### src/rtl/sbs_pkg.sv
package sbs_pkg;
   localparam int LANE_W = 9;

   typedef enum logic [1:0] {
      OP_DESEL = 2'd0,
      OP_READ  = 2'd1,
      OP_WRITE = 2'd2
   } op_e;
endpackage

### src/rtl/sbs_burst_ctl.sv
module sbs_burst_ctl
   import sbs_pkg::*;
#(
   parameter int AW = 6
) (
   input  logic          clk,
   input  logic          rst_n,
   input  logic          step,
   input  logic          sel,
   input  logic          adv,
   input  logic          wr_n,
   input  logic [AW-1:0] addr,
   output op_e           cyc_op,
   output logic [AW-1:0] cyc_addr
);
   localparam int HI_W = AW - 2;

   generate
      if (AW < 3) begin : g_aw_bad
         $error("sbs_burst_ctl: AW must be at least 3");
      end
   endgenerate

   op_e             op_q;
   logic [HI_W-1:0] base_q;
   logic [1:0]      cnt_q;
   logic [1:0]      cnt_nxt;

   assign cnt_nxt = cnt_q + 2'd1;

   always_comb begin
      if (adv) begin
         cyc_op   = op_q;
         cyc_addr = {base_q, cnt_nxt};
      end else if (sel) begin
         cyc_op   = wr_n ? OP_READ : OP_WRITE;
         cyc_addr = addr;
      end else begin
         cyc_op   = OP_DESEL;
         cyc_addr = addr;
      end
   end

   always_ff @(posedge clk or negedge rst_n) begin
      if (!rst_n) begin
         op_q   <= OP_DESEL;
         base_q <= '0;
         cnt_q  <= '0;
      end else if (step) begin
         if (adv) begin
            cnt_q <= cnt_nxt;
         end else begin
            op_q   <= cyc_op;
            base_q <= addr[AW-1:2];
            cnt_q  <= addr[1:0];
         end
      end
   end


   burst_step_chk: assert property (@(posedge clk) disable iff (!rst_n)
      step && adv |=> (cnt_q == $past(cnt_q) + 2'd1) && $stable(base_q));


   cont_type_chk: assert property (@(posedge clk) disable iff (!rst_n)
      step && adv |=> $stable(op_q));
endmodule

### src/rtl/sbs_wr_stage.sv
module sbs_wr_stage
   import sbs_pkg::*;
#(
   parameter int AW    = 6,
   parameter int LANES = 2
) (
   input  logic             clk,
   input  logic             rst_n,
   input  logic             step,
   input  op_e              cyc_op,
   input  logic [LANES-1:0] bw_n,
   input  logic [AW-1:0]    cyc_addr,
   output logic             pend,
   output logic [AW-1:0]    pend_addr,
   output logic [LANES-1:0] pend_lanes
);
   logic any_lane;

   assign any_lane = ~&bw_n;

   always_ff @(posedge clk or negedge rst_n) begin
      if (!rst_n) begin
         pend       <= 1'b0;
         pend_addr  <= '0;
         pend_lanes <= '0;
      end else if (step) begin
         pend       <= (cyc_op == OP_WRITE) && any_lane;
         pend_addr  <= cyc_addr;
         pend_lanes <= ~bw_n;
      end
   end


   abort_chk: assert property (@(posedge clk) disable iff (!rst_n)
      step && (&bw_n) |=> !pend);


   lanes_live_chk: assert property (@(posedge clk) disable iff (!rst_n)
      pend |-> (pend_lanes != '0));
endmodule

### src/rtl/sbs_lane_array.sv
module sbs_lane_array
   import sbs_pkg::*;
#(
   parameter int AW    = 6,
   parameter int LANES = 2
) (
   input  logic                    clk,
   input  logic                    wr_en,
   input  logic [AW-1:0]           wr_addr,
   input  logic [LANES-1:0]        wr_lanes,
   input  logic [LANE_W*LANES-1:0] wr_data,
   input  logic [AW-1:0]           rd_addr,
   output logic [LANE_W*LANES-1:0] rd_data
);
   localparam int DEPTH = 1 << AW;

   generate
      if (AW > 12) begin : g_depth_bad
         $error("sbs_lane_array: AW too large for the behavioural array");
      end
      for (genvar g = 0; g < LANES; g++) begin : g_lane
         logic [LANE_W-1:0] mem [DEPTH];

         always_ff @(posedge clk) begin
            if (wr_en && wr_lanes[g]) begin
               mem[wr_addr] <= wr_data[g*LANE_W +: LANE_W];
            end
         end

         assign rd_data[g*LANE_W +: LANE_W] = mem[rd_addr];
      end
   endgenerate
endmodule

### src/rtl/sbs_front.sv
module sbs_front
   import sbs_pkg::*;
#(
   parameter int AW    = 6,
   parameter int LANES = 2,
   localparam int DW   = LANE_W * LANES
) (
   input  logic             clk,
   input  logic             rst_n,
   input  logic             clk_en_n,
   input  logic             sleep,
   input  logic             cs1_n,
   input  logic             cs2,
   input  logic             cs3_n,
   input  logic             adv,
   input  logic             wr_n,
   input  logic [LANES-1:0] bw_n,
   input  logic             oe_n,
   input  logic [AW-1:0]    addr,
   input  logic [DW-1:0]    dq_i,
   output logic [DW-1:0]    dq_o,
   output logic             dq_oe
);
   generate
      if (!(LANES == 2 || LANES == 4 || LANES == 8)) begin : g_lanes_bad
         $error("sbs_front: LANES must be 2, 4 or 8");
      end
   endgenerate

   logic             step;
   logic             sel;
   op_e              cyc_op;
   logic [AW-1:0]    cyc_addr;
   logic             pend;
   logic [AW-1:0]    pend_addr;
   logic [LANES-1:0] pend_lanes;
   logic [DW-1:0]    arr_rd;
   logic             rd_valid_q;
   logic [DW-1:0]    rd_q;

   assign step = !clk_en_n && !sleep;
   assign sel  = !cs1_n && cs2 && !cs3_n;

   sbs_burst_ctl #(.AW(AW)) u_ctl (
      .clk      (clk),
      .rst_n    (rst_n),
      .step     (step),
      .sel      (sel),
      .adv      (adv),
      .wr_n     (wr_n),
      .addr     (addr),
      .cyc_op   (cyc_op),
      .cyc_addr (cyc_addr)
   );

   sbs_wr_stage #(.AW(AW), .LANES(LANES)) u_wr (
      .clk        (clk),
      .rst_n      (rst_n),
      .step       (step),
      .cyc_op     (cyc_op),
      .bw_n       (bw_n),
      .cyc_addr   (cyc_addr),
      .pend       (pend),
      .pend_addr  (pend_addr),
      .pend_lanes (pend_lanes)
   );

   sbs_lane_array #(.AW(AW), .LANES(LANES)) u_arr (
      .clk      (clk),
      .wr_en    (step && pend),
      .wr_addr  (pend_addr),
      .wr_lanes (pend_lanes),
      .wr_data  (dq_i),
      .rd_addr  (cyc_addr),
      .rd_data  (arr_rd)
   );

   always_ff @(posedge clk or negedge rst_n) begin
      if (!rst_n) begin
         rd_valid_q <= 1'b0;
         rd_q       <= '0;
      end else if (step) begin
         rd_valid_q <= (cyc_op == OP_READ);
         if (cyc_op == OP_READ) begin
            rd_q <= arr_rd;
         end
      end
   end

   assign dq_o  = rd_q;
   assign dq_oe = rd_valid_q && !oe_n && !sleep;


   stall_hold_chk: assert property (@(posedge clk) disable iff (!rst_n)
      !step |=> $stable(rd_valid_q) && $stable(rd_q));


   wr_no_drive_chk: assert property (@(posedge clk) disable iff (!rst_n)
      pend |-> !dq_oe);


   desel_idle_chk: assert property (@(posedge clk) disable iff (!rst_n)
      step && !adv && !sel |=> !rd_valid_q && !pend);


   reset_idle_chk: assert property (@(posedge clk) disable iff (!rst_n)
      $rose(rst_n) |-> !dq_oe && !pend);
endmodule

### config.mk
export PLATFORM = sky130hd
export DESIGN_NAME = sbs_front
export DESIGN_NICKNAME = d
export VERILOG_FILES = /design/src/rtl/sbs_pkg.sv /design/src/rtl/sbs_burst_ctl.sv /design/src/rtl/sbs_wr_stage.sv /design/src/rtl/sbs_lane_array.sv /design/src/rtl/sbs_front.sv
export SDC_FILE = /design/constraint.sdc
export NUM_CORES = 2
export LEC_CHECK = 0
export BUFFER_PORTS_ARGS = -buffer_cell sky130_fd_sc_hd__buf_4
export CAP_MARGIN = 20
export CORE_MARGIN = 4
export CORE_UTILIZATION = 46
export CTS_CLUSTER_DIAMETER = 80
export DETAILED_ROUTE_END_ITERATION = 10
export HOLD_SLACK_MARGIN = 0.06
export PLACE_DENSITY = 0.59
export SETUP_SLACK_MARGIN = 0.2
export SYNTH_ARGS = -nofsm -noshare
export SYNTH_HDL_FRONTEND = slang
export SYNTH_SLANG_ARGS = --single-unit
### constraint.sdc
create_clock -name clk -period 5.2 [get_ports clk]
set_input_delay 0.52 -clock clk [delete_from_list [all_inputs] [get_ports clk]]
set_output_delay 0.52 -clock clk [all_outputs]
set_load 0.005 [all_outputs]
# [Word-level counts from Yosys, hierarchy flattened]
# Memories as Yosys holds them, arrays and structs flattened. A register that Yosys moved wholly into a read port is not among the register bits.
# Index checks and enable logic that the tools add are counted.
[totals] reg_bits=18 latch_bits=0 ram_bits=1152 romBits=0 inputBits=36 n_memories=2
[memory_table] memory="u_arr.g_lane[0].mem" words=64 width=9 read_ports=1 rd_clocked_by_memory_dff=1 wr=1 line_no="sbs_lane_array.sv:22" text="logic [LANE_W-1:0] mem [DEPTH];"
[memory_table] memory="u_arr.g_lane[1].mem" words=64 width=9 read_ports=1 rd_clocked_by_memory_dff=1 wr=1 line_no="sbs_lane_array.sv:22"
[classes] addsub=1 mul=0 div_mod_pow=0 order_cmp=0 eq_ne=2 n_shift=0 mux=9 bitwise_logic=2 reduce_logical=20
[op_table] op="1-bit logical AND" count=9
[op_table] op="1-bit logical NOT" count=8
[op_table] op="2-bit 2-to-1 mux" count=4
[op_table] op="6-bit 2-to-1 mux" count=1
[op_table] op="2-bit AND reduction" count=3
[op_table] op="1-bit 2-to-1 mux" count=4
[op_table] op="2-bit by 1-bit adder with 2-bit output, second input constant" count=1
[op_table] op="2-bit by 1-bit equality test with 1-bit output, second input constant" count=1
[op_table] op="2-bit equality test, second input constant" count=1
[op_table] op="2-bit inverter" count=1
[op_table] op="1-bit inverter" count=1

# [Longest topological paths before layout]
[depth] depth_word=7 mapped_depth=12 depth_no_buf=7

# [Modules after synthesis]
# From an unflattened synthesis, not the netlist that was laid out.
[unflattened] cells_unflattened=2089 hier_area_um2=46154.3
[by_module_without_submodules] module="sbs_lane_array" instances=1 cells_each=1978 area_per_inst_um2=44525.2
[by_module_without_submodules] module="sbs_front" instances=1 cells_each=46 area_per_inst_um2=794.5
[by_module_without_submodules] module="sbs_burst_ctl" instances=1 cells_each=41 area_per_inst_um2=442.9
[by_module_without_submodules] module="sbs_wr_stage" instances=1 cells_each=24 area_per_inst_um2=391.6

# [Least setup slack after synthesis]
# No wires, ideal clock.
[synth_path] path_kind="input to register" start="input port addr[2]" end="register rd_q[1] (netlist: dq_o[1]), read port of u_arr.g_lane[0].mem" setup_ps=138 arrival_time_ps=2304 required_ps=5062 setup_slack_ps=2757 path_stages=11 n_path_buf=4 cell_sequence="buf_2 > mux2_1 > buf_2 > buf_2 > buf_2 > a211oi_1 > o211ai_1 > a21oi_1 > a22oi_1 > a311oi_1 > o31ai_1"
[synth_between] elab_chain_cells=1
[synth_rtl] item="from (decl)" line_no="sbs_front.sv:19" text="input logic [AW-1:0] addr,"
[synth_rtl] item="6-bit 2-to-1 mux" line_no="sbs_burst_ctl.sv:32" text="if (adv) begin"
[synth_rtl] item="to (decl)" line_no="sbs_front.sv:39" text="logic [DW-1:0] rd_q;"
# No other way between the ends.
# A chain may end at the register's enable or synchronous reset.

==> impl_results.md <==
- Post-CTS Resized: 0
- Antenna violations before repair: 4
- Hold Crit Class: input port to flop
- Post-synth cell types: 101
- Status: complete, no violations
- Wire per inst: 33.61 um
- Clock power share: 37.7%
- Starting DRT DRC Count: 5240
- Number of global-route vias before repair: 31320
- Core box area: 105400 um^2
- GPL Wtd Cong: 0.9222
- Slew HR: 4.363%
- Synth Area per Inst: 14.05 um^2
- Post-synthesis cell area: 48840 um^2
- # H-tree levels: 3
- Fraction of synthesized area in multiplexers: 2.126%
- Sequential share of power: 46.3%
- Nets: 3655
- Antenna-violating nets left: 0
- Hold path start: addr[4]
- Met2 routed WL: 75750 um
- Setup TNS: 0 ns
- FILL cells: 8897
- Final Critical Period: 4.187 ns
- Reg2Reg Depth: 8
- Max layer used: met5
- FF-to-FF setup slack: 1.01 ns
- Vias after detailed routing: 33490
- CTS tree: yes
- FFs w/ async S/R, synth: 2.867%
- Post-synth EDFFs: 1152
- Hold buffers post-CTS: 3
- RR Startpoint: u_wr.pend_addr[1]$_DFFE_PN0N_
- Synth-to-layout area growth: 13.76%
- Max Slew Vio Count: 0
- GRT Total Usage: 30.23%
- Worst-path maximum fanout: 21
- Share of cells above drive strength 1: 13.73%
- Chip Height: 333.9 um
- Die Wd: 333.9 um
- Clock tree buffer depth: 3
- Count of input and output buffers: 54
- Synth Area in Adders: 0%
- FF-to-FF End: dq_o[9]$_DFFE_PN0P_
- Post-synth top flop: edfxtp_1
- Worst-Skew Late Latency: 0.73 ns
- First-pass GRT wire length: 240900 um
- Yosys warns: 0
- Initial core utilization: 46.33%
- CP endpoint kind: flop
- Met1 WL: 67880 um
- Hold Crit Depth: 2
- Sequential area share after synthesis: 72.57%
- Tcrit/Tclk final: 80.51%
- Combinational group share of total power: 16.0%
- Setup CP Type: flop to flop
- Core Util, Final: 52.71%
- Critical Path RT: 5.84 ns
- Post-Synth XOR/XNOR Area: 0.06661%
- Internal power: 16.61 mW
- DRT Pass-1 Iters: 6
- Post-CTS Setup Inserts: 0
- Final HPWL DP: 109800 um
- Leakage power: 18.45 nW
- Endpoints failing setup: 0
- Reg clk slew, reported paths: 0.06 ns
- Syn Nets: 3512
- Met3 wire len: 18510 um
- Total CTS buffers: 119
- Layout Skew: 0.03058 ns
- Power Density: 415.8 nW/um^2
- DRT Wirelength: 171900 um
- Crit start category: flop
- Num ports: 55
- Switching Share: 28.13%
- Largest net degree at the start of global routing: 71
- Synthesized flop and latch total: 1186
- Worst-Margin Slew: 1.435 ns
- Total gr overflow: 0
- Syn Inst Count: 3476
- Via-per-instance ratio: 6.547
- Clock Tree Root: clkbuf_16
- Clock sink count: 1186
- Largest family of logic cells by synthesized area: compound AO/OA/AOI/OAI gates
- Maxcap violations: 0
- FMAX: 0.2389 GHz
- Simple-gate portion of the synthesized area: 9.581%
- RSZ-0062 raised after global routing: false
- Die ar.: 111500 um^2
- Synth Area in Compound Gates: 12.95%
- Hold path endpoint: u_ctl.base_q[2]$_DFFE_PN0P_
- Core Rows: 119
- Worst vdd ir: 0.2626 mV
- Worst endpoint data arrival time: 4.82 ns
- Number of remaining DRC errors: 0
- Endpoints failing hold: 0
- Switch Pwr: 6.499 mW
[critical path, stage by stage, from the launching register on]
cell and delay (ns):
dfrtp_1 0.89, buf_4 0.43, nor2_1 0.16, a221oi_4 1.18, o21ai_0 0.35, a211o_1 0.34
a32oi_1 0.39, a41oi_1 0.13, o31ai_1 0.22
[metal layers]
metal	vias up	track usage, %
li1	13800	-
met1	17010	42.61
met2	2275	45.18
met3	401	6.392
met4	4	14.40
met5	-	0
[power groups by stage]
stage / Combinational [mW] / Sequential (mW) / Clock [mW]
3_5_place_dp: 3.58 / 10.9 / 0
3_3_place_gp: 3.56 / 10.9 / 0
4_1_cts: 3.59 / 10.7 / 8.74
2_1_floorplan: 1.87 / 10.8 / 0
6_report: 3.70 / 10.7 / 8.70
5_1_grt: 3.80 / 10.7 / 9.18
[logic make-up after synthesis]
group | Yosys count
DFF | 1186
and+or+nand+nor | 1032
AOI/OAI and AO/OA | 906
buffers and inverters | 259
muxes | 91
xor gates and xnor gates | 2
[through the flow]
stage          hold slack, ns  setup WS (ns)  area, um^2  instances  power, mW
6_report               0.1502          1.013       55560       5115      23.10
4_1_cts                0.1135          1.181       55420       5100      23.03
3_3_place_gp           0.4641         0.9577       51350       4862      14.46
5_1_grt                0.1316          1.024       55560       5114      23.67
2_1_floorplan          0.2244          2.757       48840       3476      12.67
3_5_place_dp           0.4789         0.9988       51450       4872      14.47
[worst max path at each step]
stage,start,endpoint,slack (ns),cells after the start
5_1_grt,u_wr.pend_addr[1]$_DFFE_PN0N_,dq_o[9]$_DFFE_PN0P_,1.02,8
2_1_floorplan,addr[2],dq_o[1]$_DFFE_PN0P_,2.76,11
3_3_place_gp,adv,dq_o[8]$_DFFE_PN0P_,0.96,9
4_1_cts,u_wr.pend_addr[1]$_DFFE_PN0N_,dq_o[9]$_DFFE_PN0P_,1.18,8
6_report,u_wr.pend_addr[1]$_DFFE_PN0N_,dq_o[9]$_DFFE_PN0P_,1.01,8
3_5_place_dp,adv,dq_o[2]$_DFFE_PN0P_,1.0,10
[synth_stat cells (all sizes together) (11+ instances only)]
cell type  instances  share of area [%]
a21boi            12               0.18
o31ai             29               0.50
edfxtp          1152                 71
nor3b             15               0.24
o32a              12               0.25
o22ai             43               0.61
clkbuf            54               0.41
a211o             16               0.29
a211oi            73                1.1
nand2            518                4.0
a31oi             59               0.76
a22o              18               0.32
o311ai            13               0.23
nor3              45               0.46
nand3b            18               0.28
a22oi             24               0.38
nand4             13               0.17
o211ai            60               0.92
mux2i             68                1.4
nor2             192                1.6
o21ai            141                1.5
a21oi            201                2.1
buf              185                2.1
nor4              15               0.19
a2bb2oi           14               0.25
mux2              16               0.37
a2111oi           11               0.20
nand3             88               0.91
inv               20               0.15
dfrtp             34                1.7
o2bb2ai           62                1.1
and3              43               0.55
a221oi            17               0.37
nor2b             18               0.24
and2              18               0.23
o211a             14               0.29
[layout make-up]
cell class,instances,area [um^2],area share (%)
multi-input combinational,2031,12150,21.86
inverter,20,75.07,0.1351
antenna,1,2.502,0.004504
clock buffer,144,3102,5.582
sequential,1186,35450,63.79
clock inverter,81,830.8,1.495
tap,1391,1740,3.132
timing repair buffer,261,2222,3.999
[sequential cells by signal (all words and copies together), names as in the netlist]
register	cells
dq_o	18
rd_valid_q	1
u_arr.g_lane.mem	1152
u_ctl.base_q	4
u_ctl.cnt_q	1
u_ctl.op_q	2
u_wr.pend	1
u_wr.pend_addr	5
u_wr.pend_lanes	2
[layout by cell type, fill, tap and decap left out, types with 24 or more instances in the layout]
master	count
o211ai_1	60
o31ai_1	24
clkbuf_16	119
a211oi_1	72
nor3_1	45
o22ai_1	35
dfrtp_1	33
buf_4	227
o2bb2ai_1	62
nand2_1	514
a31oi_1	59
mux2i_1	64
clkinv_2	25
and3_1	43
a21oi_1	199
clkinv_1	27
nand3_1	86
edfxtp_1	1152
nor2_1	182
o21ai_0	129
No activity file was read; power rests on OpenSTA's default activity.
